### src/rtl/rsc_pkg.sv
package rsc_pkg;
   localparam int unsigned DEF_ROB_DEPTH = 128;
   localparam int unsigned DEF_MSHR_CNT  = 32;
   localparam int unsigned DEF_WAIT_W    = 10;
   localparam int unsigned DEF_ACC_W     = 32;

   typedef enum logic [1:0] {
      CNT_HOLD  = 2'd0,
      CNT_ZERO  = 2'd1,
      CNT_STEP  = 2'd2
   } cnt_op_e;

   function automatic int unsigned idx_width(input int unsigned n);
      return (n < 2) ? 1 : $clog2(n);
   endfunction
endpackage

### src/rtl/rsc_mark_array.sv
module rsc_mark_array #(
   parameter int unsigned DEPTH = 128,
   localparam int unsigned IW = rsc_pkg::idx_width(DEPTH)
) (
   input  logic          clk,
   input  logic          rst_n,
   input  logic          set_en,
   input  logic [IW-1:0] set_idx,
   input  logic          retire_en,
   input  logic [IW-1:0] retire_idx,
   input  logic          flush,
   input  logic [IW-1:0] rd_idx,
   output logic          rd_bit
);
   logic [DEPTH-1:0] marks_q;

   for (genvar e = 0; e < DEPTH; e++) begin : g_entry
      logic hit_set, hit_clr;
      assign hit_set = set_en && (set_idx == IW'(e));
      assign hit_clr = flush || (retire_en && (retire_idx == IW'(e)));
      always_ff @(posedge clk or negedge rst_n) begin
         if (!rst_n)       marks_q[e] <= 1'b0;
         else if (hit_clr) marks_q[e] <= 1'b0;
         else if (hit_set) marks_q[e] <= 1'b1;
      end
   end

   assign rd_bit = marks_q[rd_idx];
endmodule

### src/rtl/rsc_wait_bank.sv
module rsc_wait_bank #(
   parameter int unsigned ENTRIES  = 32,
   parameter int unsigned CNT_W    = 10,
   parameter bit          SATURATE = 1'b1,
   localparam int unsigned IW = rsc_pkg::idx_width(ENTRIES)
) (
   input  logic               clk,
   input  logic               rst_n,
   input  logic [ENTRIES-1:0] pulse,
   input  logic               alloc_en,
   input  logic [IW-1:0]      alloc_id,
   input  logic               free_en,
   input  logic [IW-1:0]      free_id,
   input  logic               drain_en,
   input  logic [IW-1:0]      drain_id,
   output logic [CNT_W-1:0]   drain_val,
   output logic               drain_pulse
);
   import rsc_pkg::*;
   localparam logic [CNT_W-1:0] CNT_MAX = '1;

   logic [CNT_W-1:0] cnt_q [ENTRIES];

   for (genvar e = 0; e < ENTRIES; e++) begin : g_cnt
      cnt_op_e          op;
      logic [CNT_W-1:0] nxt_step;

      always_comb begin
         if ((alloc_en && alloc_id == IW'(e)) ||
             (free_en  && free_id  == IW'(e)) ||
             (drain_en && drain_id == IW'(e)))
            op = CNT_ZERO;
         else if (pulse[e])
            op = CNT_STEP;
         else
            op = CNT_HOLD;
      end

      if (SATURATE) begin : g_sat
         assign nxt_step = (cnt_q[e] == CNT_MAX) ? CNT_MAX : cnt_q[e] + 1'b1;
      end else begin : g_wrap
         assign nxt_step = cnt_q[e] + 1'b1;
      end

      always_ff @(posedge clk or negedge rst_n) begin
         if (!rst_n) cnt_q[e] <= '0;
         else begin
            case (op)
               CNT_ZERO: cnt_q[e] <= '0;
               CNT_STEP: cnt_q[e] <= nxt_step;
               default:  cnt_q[e] <= cnt_q[e];
            endcase
         end
      end
   end

   assign drain_val   = cnt_q[drain_id];
   assign drain_pulse = pulse[drain_id];
endmodule

### src/rtl/rsc_charge_accum.sv
module rsc_charge_accum #(
   parameter int unsigned ACC_W = 32,
   parameter int unsigned CNT_W = 10
) (
   input  logic             clk,
   input  logic             rst_n,
   input  logic             clear,
   input  logic             pen_step,
   input  logic             tot_en,
   input  logic [CNT_W-1:0] buf_val,
   input  logic             live_pulse,
   input  logic             pf_step,
   output logic [ACC_W-1:0] total,
   output logic [ACC_W-1:0] penalty
);
   logic [ACC_W-1:0] tot_q, pen_q, tot_add;

   always_comb begin
      tot_add = '0;
      if (tot_en)
         tot_add = ACC_W'(buf_val) + ACC_W'(live_pulse) + ACC_W'(pf_step);
   end

   always_ff @(posedge clk or negedge rst_n) begin
      if (!rst_n) begin
         tot_q <= '0;
         pen_q <= '0;
      end else if (clear) begin
         tot_q <= '0;
         pen_q <= '0;
      end else begin
         tot_q <= tot_q + tot_add;
         if (pen_step) pen_q <= pen_q + 1'b1;
      end
   end

   assign total   = tot_q;
   assign penalty = pen_q;
endmodule

### src/rtl/rob_stall_charge.sv
module rob_stall_charge #(
   parameter int unsigned ROB_DEPTH = rsc_pkg::DEF_ROB_DEPTH,
   parameter int unsigned MSHR_CNT  = rsc_pkg::DEF_MSHR_CNT,
   parameter int unsigned WAIT_W    = rsc_pkg::DEF_WAIT_W,
   parameter int unsigned ACC_W     = rsc_pkg::DEF_ACC_W,
   parameter bit          WAIT_SAT  = 1'b1,
   localparam int unsigned RIW = rsc_pkg::idx_width(ROB_DEPTH),
   localparam int unsigned MIW = rsc_pkg::idx_width(MSHR_CNT)
) (
   input  logic                clk,
   input  logic                rst_n,
   input  logic                rob_full,
   input  logic                iq_full,
   input  logic                regs_out,
   input  logic [RIW-1:0]      head_idx,
   input  logic                head_miss,
   input  logic [MIW-1:0]      head_mshr,
   input  logic                head_pf_hit,
   input  logic                head_commit,
   input  logic                squash_all,
   input  logic                mark_set,
   input  logic [RIW-1:0]      mark_idx,
   input  logic                mshr_alloc,
   input  logic [MIW-1:0]      mshr_alloc_id,
   input  logic                mshr_free,
   input  logic [MIW-1:0]      mshr_free_id,
   input  logic [MSHR_CNT-1:0] wait_pulse,
   input  logic                sw_clear,
   output logic [ACC_W-1:0]    total_cycles,
   output logic [ACC_W-1:0]    marked_cycles
);
   if (ROB_DEPTH < 2) begin : g_bad_rob
      $error("ROB_DEPTH must be at least 2");
   end
   if (MSHR_CNT < 1) begin : g_bad_mshr
      $error("MSHR_CNT must be at least 1");
   end
   if (ACC_W <= WAIT_W + 1) begin : g_bad_acc
      $error("ACC_W must exceed WAIT_W + 1");
   end

   logic             blocked;
   logic             head_marked;
   logic             drain_now;
   logic [WAIT_W-1:0] buf_val;
   logic             live_pulse;

   assign blocked   = rob_full | iq_full | regs_out;
   assign drain_now = blocked & head_miss;

   rsc_mark_array #(.DEPTH(ROB_DEPTH)) u_marks (
      .clk        (clk),
      .rst_n      (rst_n),
      .set_en     (mark_set),
      .set_idx    (mark_idx),
      .retire_en  (head_commit),
      .retire_idx (head_idx),
      .flush      (squash_all),
      .rd_idx     (head_idx),
      .rd_bit     (head_marked)
   );

   rsc_wait_bank #(
      .ENTRIES  (MSHR_CNT),
      .CNT_W    (WAIT_W),
      .SATURATE (WAIT_SAT)
   ) u_wait (
      .clk         (clk),
      .rst_n       (rst_n),
      .pulse       (wait_pulse),
      .alloc_en    (mshr_alloc),
      .alloc_id    (mshr_alloc_id),
      .free_en     (mshr_free),
      .free_id     (mshr_free_id),
      .drain_en    (drain_now),
      .drain_id    (head_mshr),
      .drain_val   (buf_val),
      .drain_pulse (live_pulse)
   );

   rsc_charge_accum #(.ACC_W(ACC_W), .CNT_W(WAIT_W)) u_acc (
      .clk        (clk),
      .rst_n      (rst_n),
      .clear      (sw_clear),
      .pen_step   (blocked & head_marked),
      .tot_en     (drain_now),
      .buf_val    (buf_val),
      .live_pulse (live_pulse),
      .pf_step    (head_pf_hit),
      .total      (total_cycles),
      .penalty    (marked_cycles)
   );
endmodule

### config.mk
export PLATFORM = sky130hd
export DESIGN_NAME = rob_stall_charge
export DESIGN_NICKNAME = d
export VERILOG_FILES = /design/src/rtl/rsc_pkg.sv /design/src/rtl/rsc_mark_array.sv /design/src/rtl/rsc_wait_bank.sv /design/src/rtl/rsc_charge_accum.sv /design/src/rtl/rob_stall_charge.sv
export SDC_FILE = /design/constraint.sdc
export NUM_CORES = 1
export LEC_CHECK = 0
export BUFFER_PORTS_ARGS = -buffer_cell sky130_fd_sc_hd__buf_2
export CELL_PAD_IN_SITES_DETAIL_PLACEMENT = 1
export CELL_PAD_IN_SITES_GLOBAL_PLACEMENT = 1
export CORE_MARGIN = 3
export CORE_UTILIZATION = 46
export CTS_BUF_LIST = sky130_fd_sc_hd__clkbuf_8
export CTS_CLUSTER_SIZE = 14
export DETAILED_ROUTE_END_ITERATION = 6
export GPL_TIMING_DRIVEN = 0
export PLACE_DENSITY_LB_ADDON = 0.1
export SYNTH_ARGS = -nofsm -noshare
export SYNTH_HDL_FRONTEND = slang
export SYNTH_SLANG_ARGS = --single-unit
### constraint.sdc
create_clock -name clk -period 4.9 [get_ports clk]
set_clock_uncertainty 0.15 [all_clocks]
set_input_delay 0.245 -clock clk [delete_from_list [all_inputs] [get_ports clk]]
set_output_delay 0.245 -clock clk [all_outputs]
set_load 0.01 [all_outputs]
# After elaboration in Yosys (flattened, before gate mapping)
# Index checks and enable logic that the tools add are counted.
# classes
n_addsub	36
n_lt_le_gt_ge	3
eq_ne	443
n_mux	395
bitwise_logic	5
n_reduce_logical	710
# ops
cell	n
7-bit equality test, second input constant	128
10-bit one-hot mux with 2 select lines	32
7-bit by 6-bit equality test with 1-bit output, second input constant	64
1-bit logical AND	352
10-bit two-way mux	34
2-bit nonzero test	161
10-bit by 1-bit adder with 10-bit output, second input constant	32
10-bit equality test, second input constant	32
1-bit two-way mux	258
5-bit equality test, second input constant	48
7-bit by 5-bit equality test with 1-bit output, second input constant	32
1-bit logical OR	192
2-bit two-way mux	64
32-bit two-way mux	4
5-bit by 4-bit equality test with 1-bit output, second input constant	24
7-bit by 4-bit equality test with 1-bit output, second input constant	16
2-bit by 1-bit equality test with 1-bit output, second input constant	32
2-bit equality test, second input constant	32
5-bit by 3-bit equality test with 1-bit output, second input constant	12
7-bit by 3-bit equality test with 1-bit output, second input constant	8
10-bit binary-select mux with 5-bit select	1
32-bit by 1-bit adder with 32-bit output	1
32-bit by 1-bit adder with 32-bit output, second input constant	1
32-bit adder	1
15 further kinds	31
# totals
register_bits	512
output_inout_bits	64
wordCells	1754

# Longest topological paths before layout
# depth
word_depth	9
ltp_mapped	26

# Hierarchy
# A second synthesis with hierarchy kept.
# unflattened
cells_unflattened	3243
area_unflattened_um2	30595.6
# by_module_without_submodules
mod	instances	cells_per_inst	area_per_inst_um2	seq_area_each_um2
rsc_wait_bank	1	2207	20093.0	8007.7
rsc_mark_array	1	608	6536.3	3203.1
rsc_charge_accum	1	426	3948.8	1601.5
rob_stall_charge	1	2	17.5	0.0

# Worst setup path before layout
# No wires, ideal clock.
# synth_timing
kind	input to register
start	input port head_mshr[0]
end	register u_acc.tot_q[31], in the netlist u_acc.total[31]
setup_ns	0.125
arrival_ns	6.092
slack_ns	-1.467
path_stages	24
path_buffers	6
cell_sequence	buf_4 > buf_6 > buf_4 > buf_4 > buf_4 > buf_2 > mux4_2 > mux4_2 > mux2_2 > ha_1 > ha_1 > ha_1 > inv_1 > or4b_1 > a21oi_1 > xnor2_1 > nor2_1 > ha_1 > o21ai_0 > o31ai_1 > a21boi_1 > nand2b_1 > nor4b_1 > mux2_2
# synth_between
elab_chain_cells	9
word_cells_on_any_way	11
# synth_lines
element	line	rtl
start, declared	rob_stall_charge.sv:17	input logic [MIW-1:0] head_mshr,
5-bit inverter with 6-bit output (not written as such)	rsc_wait_bank.sv:57	assign drain_val = cnt_q[drain_id];
10-bit binary-select mux with 5-bit select	rsc_wait_bank.sv:57	
10-bit two-way mux (not written as such) (2 in a row)	rsc_wait_bank.sv:57	
10-bit by 1-bit adder with 11-bit output *	rsc_charge_accum.sv:21	tot_add = ACC_W'(buf_val) + ACC_W'(live_pulse) + ACC_W'(pf_step);
32-bit by 1-bit adder with 32-bit output *	rsc_charge_accum.sv:21	
32-bit two-way mux *	rsc_charge_accum.sv:20	if (tot_en)
32-bit adder *	rsc_charge_accum.sv:32	tot_q <= tot_q + tot_add;
32-bit two-way mux *	rsc_charge_accum.sv:28	end else if (clear) begin
end signal, assigned	rsc_charge_accum.sv:32	
end, declared	rsc_charge_accum.sv:16	logic [ACC_W-1:0] tot_q, pen_q, tot_add;
# Mark *: on every way between the ends. The rest lies on a longest branch, timed or not. The select of a mux whose other input is x is not followed.
# A chain may end at the register's enable or synchronous reset.

# Final worst setup path
# layout_timing
start	input port head_mshr[3]
end	register u_acc.tot_q[31], in the netlist u_acc.total[31]
# Same word-level chain as after synthesis.

==> out/metrics.yaml <==
outcome:
  outcome: "finished with violations"
  violations: "capacitance limit, slew limit, setup timing"
placed_design:
  place_ws_ps: -2316
  gp_congestion: 0.9748
  port_buffers: 117
  dpl.hpwl_um: 85790
global_route:
  met3_usage_pct: 6.324
  grt_pass1_vias: 29610
  grt_antenna_before_repair: 4
  met1_usage_pct: 45.11
  top_usage_layer: "met2"
  grt_max_degree: 110
  grt_pass1_wl_um: 178400
  met2_usage_pct: 54.64
  overflow: 0
  grt_use_total_pct: 33.93
floorplanning:
  die_area_sq_um: 68430
  io_pins: 138
  core_region_area_sq_um: 64580
  die_h_um: 261.6
  rows: 93
  fp.dieW_um: 261.6
  start_util_pct: 46.53
drt:
  routed_wl_um: 117700
  ant_nets: 0
  dr.pass1.iters: 5
  num_vias: 28890
  drc: 0
  post_drt_wl_per_cell_um: 26.84
  drt-initial-drc-count: 2609
  viasPerCell: 6.589
layout:
  fillers: 7371
  syn_to_final_growth_pct: 16.38
  layout-drive-gt1-share_pct: 14.94
  final_nets: 3586
sta:
  finalHoldViolations: 0
  layout_setup_ws_ps: -409.6
  worst_pin_slew_ps: 1535
  setup_viol: 25
  rsz0062_at_grt: "true"
  finalCritPeriodShare_pct: 108.4
  setup_tns_ps: -6958
  slew_headroom_pct: -3.149
  fmax_ghz: 0.1883
  min_period_ps: 5310
  drv_slew: 7
synth:
  netlist_area_sq_um: 30050
  synth_area_per_cell_sq_um: 9.504
  synth_commonest_cells: "dfrtp_1, nor2_1, a21oi_1"
  synth_top_area_share_pct: 42.63
  synth_top_cell_by_area: "dfrtp_1"
  ys_seq_area_share_pct: 42.63
  synth_nets: 3286
  ys_ff_latch: 512
  async_reset_ff_share_pct: 100.0
  synth_edf_count: 0
  synth.distinct_cells: 72
  syn_inst: 3162
  ys.flop_type: "dfrtp_1"
  yosysWarnings: 0
  ys_top_cells_by_area: "dfrtp_1, mux4_2, a211oi_1"
  synthMostInstantiatedCell: "dfrtp_1"
clocking:
  clock_path_buffers: 3
  cts_root_buf: "clkbuf_8"
  cts_tree: "yes"
  clk_latency_ps: 730
  cts.reportedPaths.clkPinSlew_ps: 60
  h-tree-depth: 3
  numCtsBuffers: 95
  cts_sinks: 512
worst_setup_path:
  cp_slowest_cell: "or4b_4"
  crit_chain: "buf_4 -> buf_4 -> buf_4 -> buf_2 -> clkbuf_4 -> mux4_2 -> mux2_4 -> ha_4 -> ha_4 -> ha_4 -> inv_4 -> or4b_4 -> a21oi_4 -> xnor2_1 -> nor2_1 -> ha_4 -> or3_4 -> o21ai_4 -> o31ai_4 -> a21boi_4 -> nand2b_4 -> nor4b_4 -> mux2_4"
  crit_arrival_ps: 5770
  end_kind: "register"
  cp_common_cell: "ha_4"
  critPathRequiredTime_ps: 5360
  crit_fanout: 10
  cpPeakStageDelay_ps: 530
  r2r_setup_slack_ps: -380
  path_class: "in2reg"
  critPathLaunchType: "input pin"
pwr:
  power_w: 0.01377
  ir_drop_mv: 0.2341
  pwr_density_cell_nw_per_um2: 393.8
  p_leak_nw: 14.49
worst_hold_path:
  hp-class: "in2reg"
job:
  maxCapViolCount: 1
-- per-layer routing --
metal / up-vias / routed length [um]
met5: - / 7
met3: 334 / 8281
met4: 2 / 5135
met2: 1151 / 55270
met1: 14780 / 48990
li1: 12630 / -
-- layout by cell type (no fill, tap or decap), types with 13 or more instances in the layout --
cell type	synthesis	layout
a211oi_1	210	210
a21oi_1	274	269
a22oi_1	19	19
a311oi_1	53	53
a31oi_1	31	31
and2_1	36	36
and3_1	81	81
and4_1	53	53
buf_2	11	124
buf_4	19	49
clkbuf_1	120	120
clkbuf_8	0	120
dfrtp_1	512	504
dlygate4sd3_1	0	47
ha_1	49	43
inv_1	68	94
mux2i_1	64	64
mux4_2	108	108
nand2_1	149	148
nand2b_1	21	20
nand3_1	230	230
nand4_1	52	52
nor2_1	380	380
nor2b_1	35	34
nor3_1	156	152
nor3b_1	36	34
nor4_1	21	18
o21ai_0	111	109
o21ai_1	17	17
o221ai_1	16	16
o22ai_1	14	14
or3_1	15	13
xnor2_1	44	43
xor2_1	19	19
-- flip-flops by register name (all words and copies together) (netlist names) --
| name | flops |
|---|---|
| u_marks.marks_q | 128 |
| u_acc.penalty | 32 |
| u_acc.total | 32 |
| u_wait.cnt_q | 320 |
-- worst max-delay path, delay by kind of cell --
family / cells / cell delay [ps]
buf+inv: 6 / 1630
simple gates: 5 / 1270
mux: 3 / 1010
fa+ha+maj: 4 / 840
compound gates: 4 / 600
xor+xnor: 1 / 130
-- power by group --
part,internal [W],switching (W)
sequential,0.00498,0.00126
combinational,0.00145,0.00195
clock,0.00219,0.00195
total,0.00862,0.00516
-- area by class of cell --
type | instances | area (sq um) | area share (%)
multi-input cells | 2415 | 16540 | 47.29
flip-flops and latches | 512 | 12820 | 36.66
clock buffers | 120 | 1652 | 4.722
repair buffers | 207 | 1511 | 4.322
well taps | 855 | 1070 | 3.059
plain buffers | 162 | 905.9 | 2.590
inverters | 69 | 261.5 | 0.7477
clock inverters | 43 | 206.4 | 0.5903
diodes | 2 | 5.005 | 0.01431
-- through the flow --
| stage | hold WS, ps | instance area [sq um] | instances | utilization, % |
|---|---|---|---|---|
| 3_5_place_dp | -11.12 | 32040 | 4139 | 49.61 |
| 5_1_grt | 79.93 | 34970 | 4385 | 54.16 |
| 2_1_floorplan | -200.6 | 30220 | 3162 | - |
| 3_3_place_gp | 339.3 | 31870 | 4134 | 49.35 |
| 4_1_cts | 21.05 | 34780 | 4377 | 53.85 |
| 6_report | 62.83 | 34970 | 4385 | 54.16 |
-- kinds of logic (layout without fill, tap and decap cells) --
logic type / Yosys count / in the layout / share of synthesized area, %
AND/OR/NAND/NOR: 1310 / 1310 / 22.12
other: 1 / 3 / 0.01248
multiplexers: 187 / 187 / 10.79
XOR/XNOR: 63 / 63 / 1.836
adder cells (fa/ha/maj): 50 / 50 / 2.107
buffers and inverters: 235 / 601 / 3.431
flip-flops: 512 / 512 / 42.63
AO/OA/AOI/OAI: 804 / 804 / 17.07
-- path summary, 6_finish.rpt --
kind                              startpoint                 to  cells after the start
min in group asynchronous              rst_n  u_wait.cnt_q[298]                      4
min reg2reg                u_wait.cnt_q[128]  u_wait.cnt_q[128]                      1
max in group asynchronous              rst_n   u_wait.cnt_q[90]                      5
max reg2reg                u_wait.cnt_q[300]    u_acc.total[31]                     19
min                              head_pf_hit     u_acc.total[0]                      5
max                             head_mshr[3]    u_acc.total[31]                     23
-- repair_timing --
| item | 4_1_cts | 5_1_grt |
|---|---|---|
| pin swaps | 20 | 8 |
| setup endpoints to repair | 28 | 25 |
| resized for setup | 44 | 28 |
| hold buffers | 48 | 0 |
| hold endpoints to repair | 422 | 0 |
| setup buffers | 31 | 6 |
Note: power is estimated with default switching activity, not from simulation.
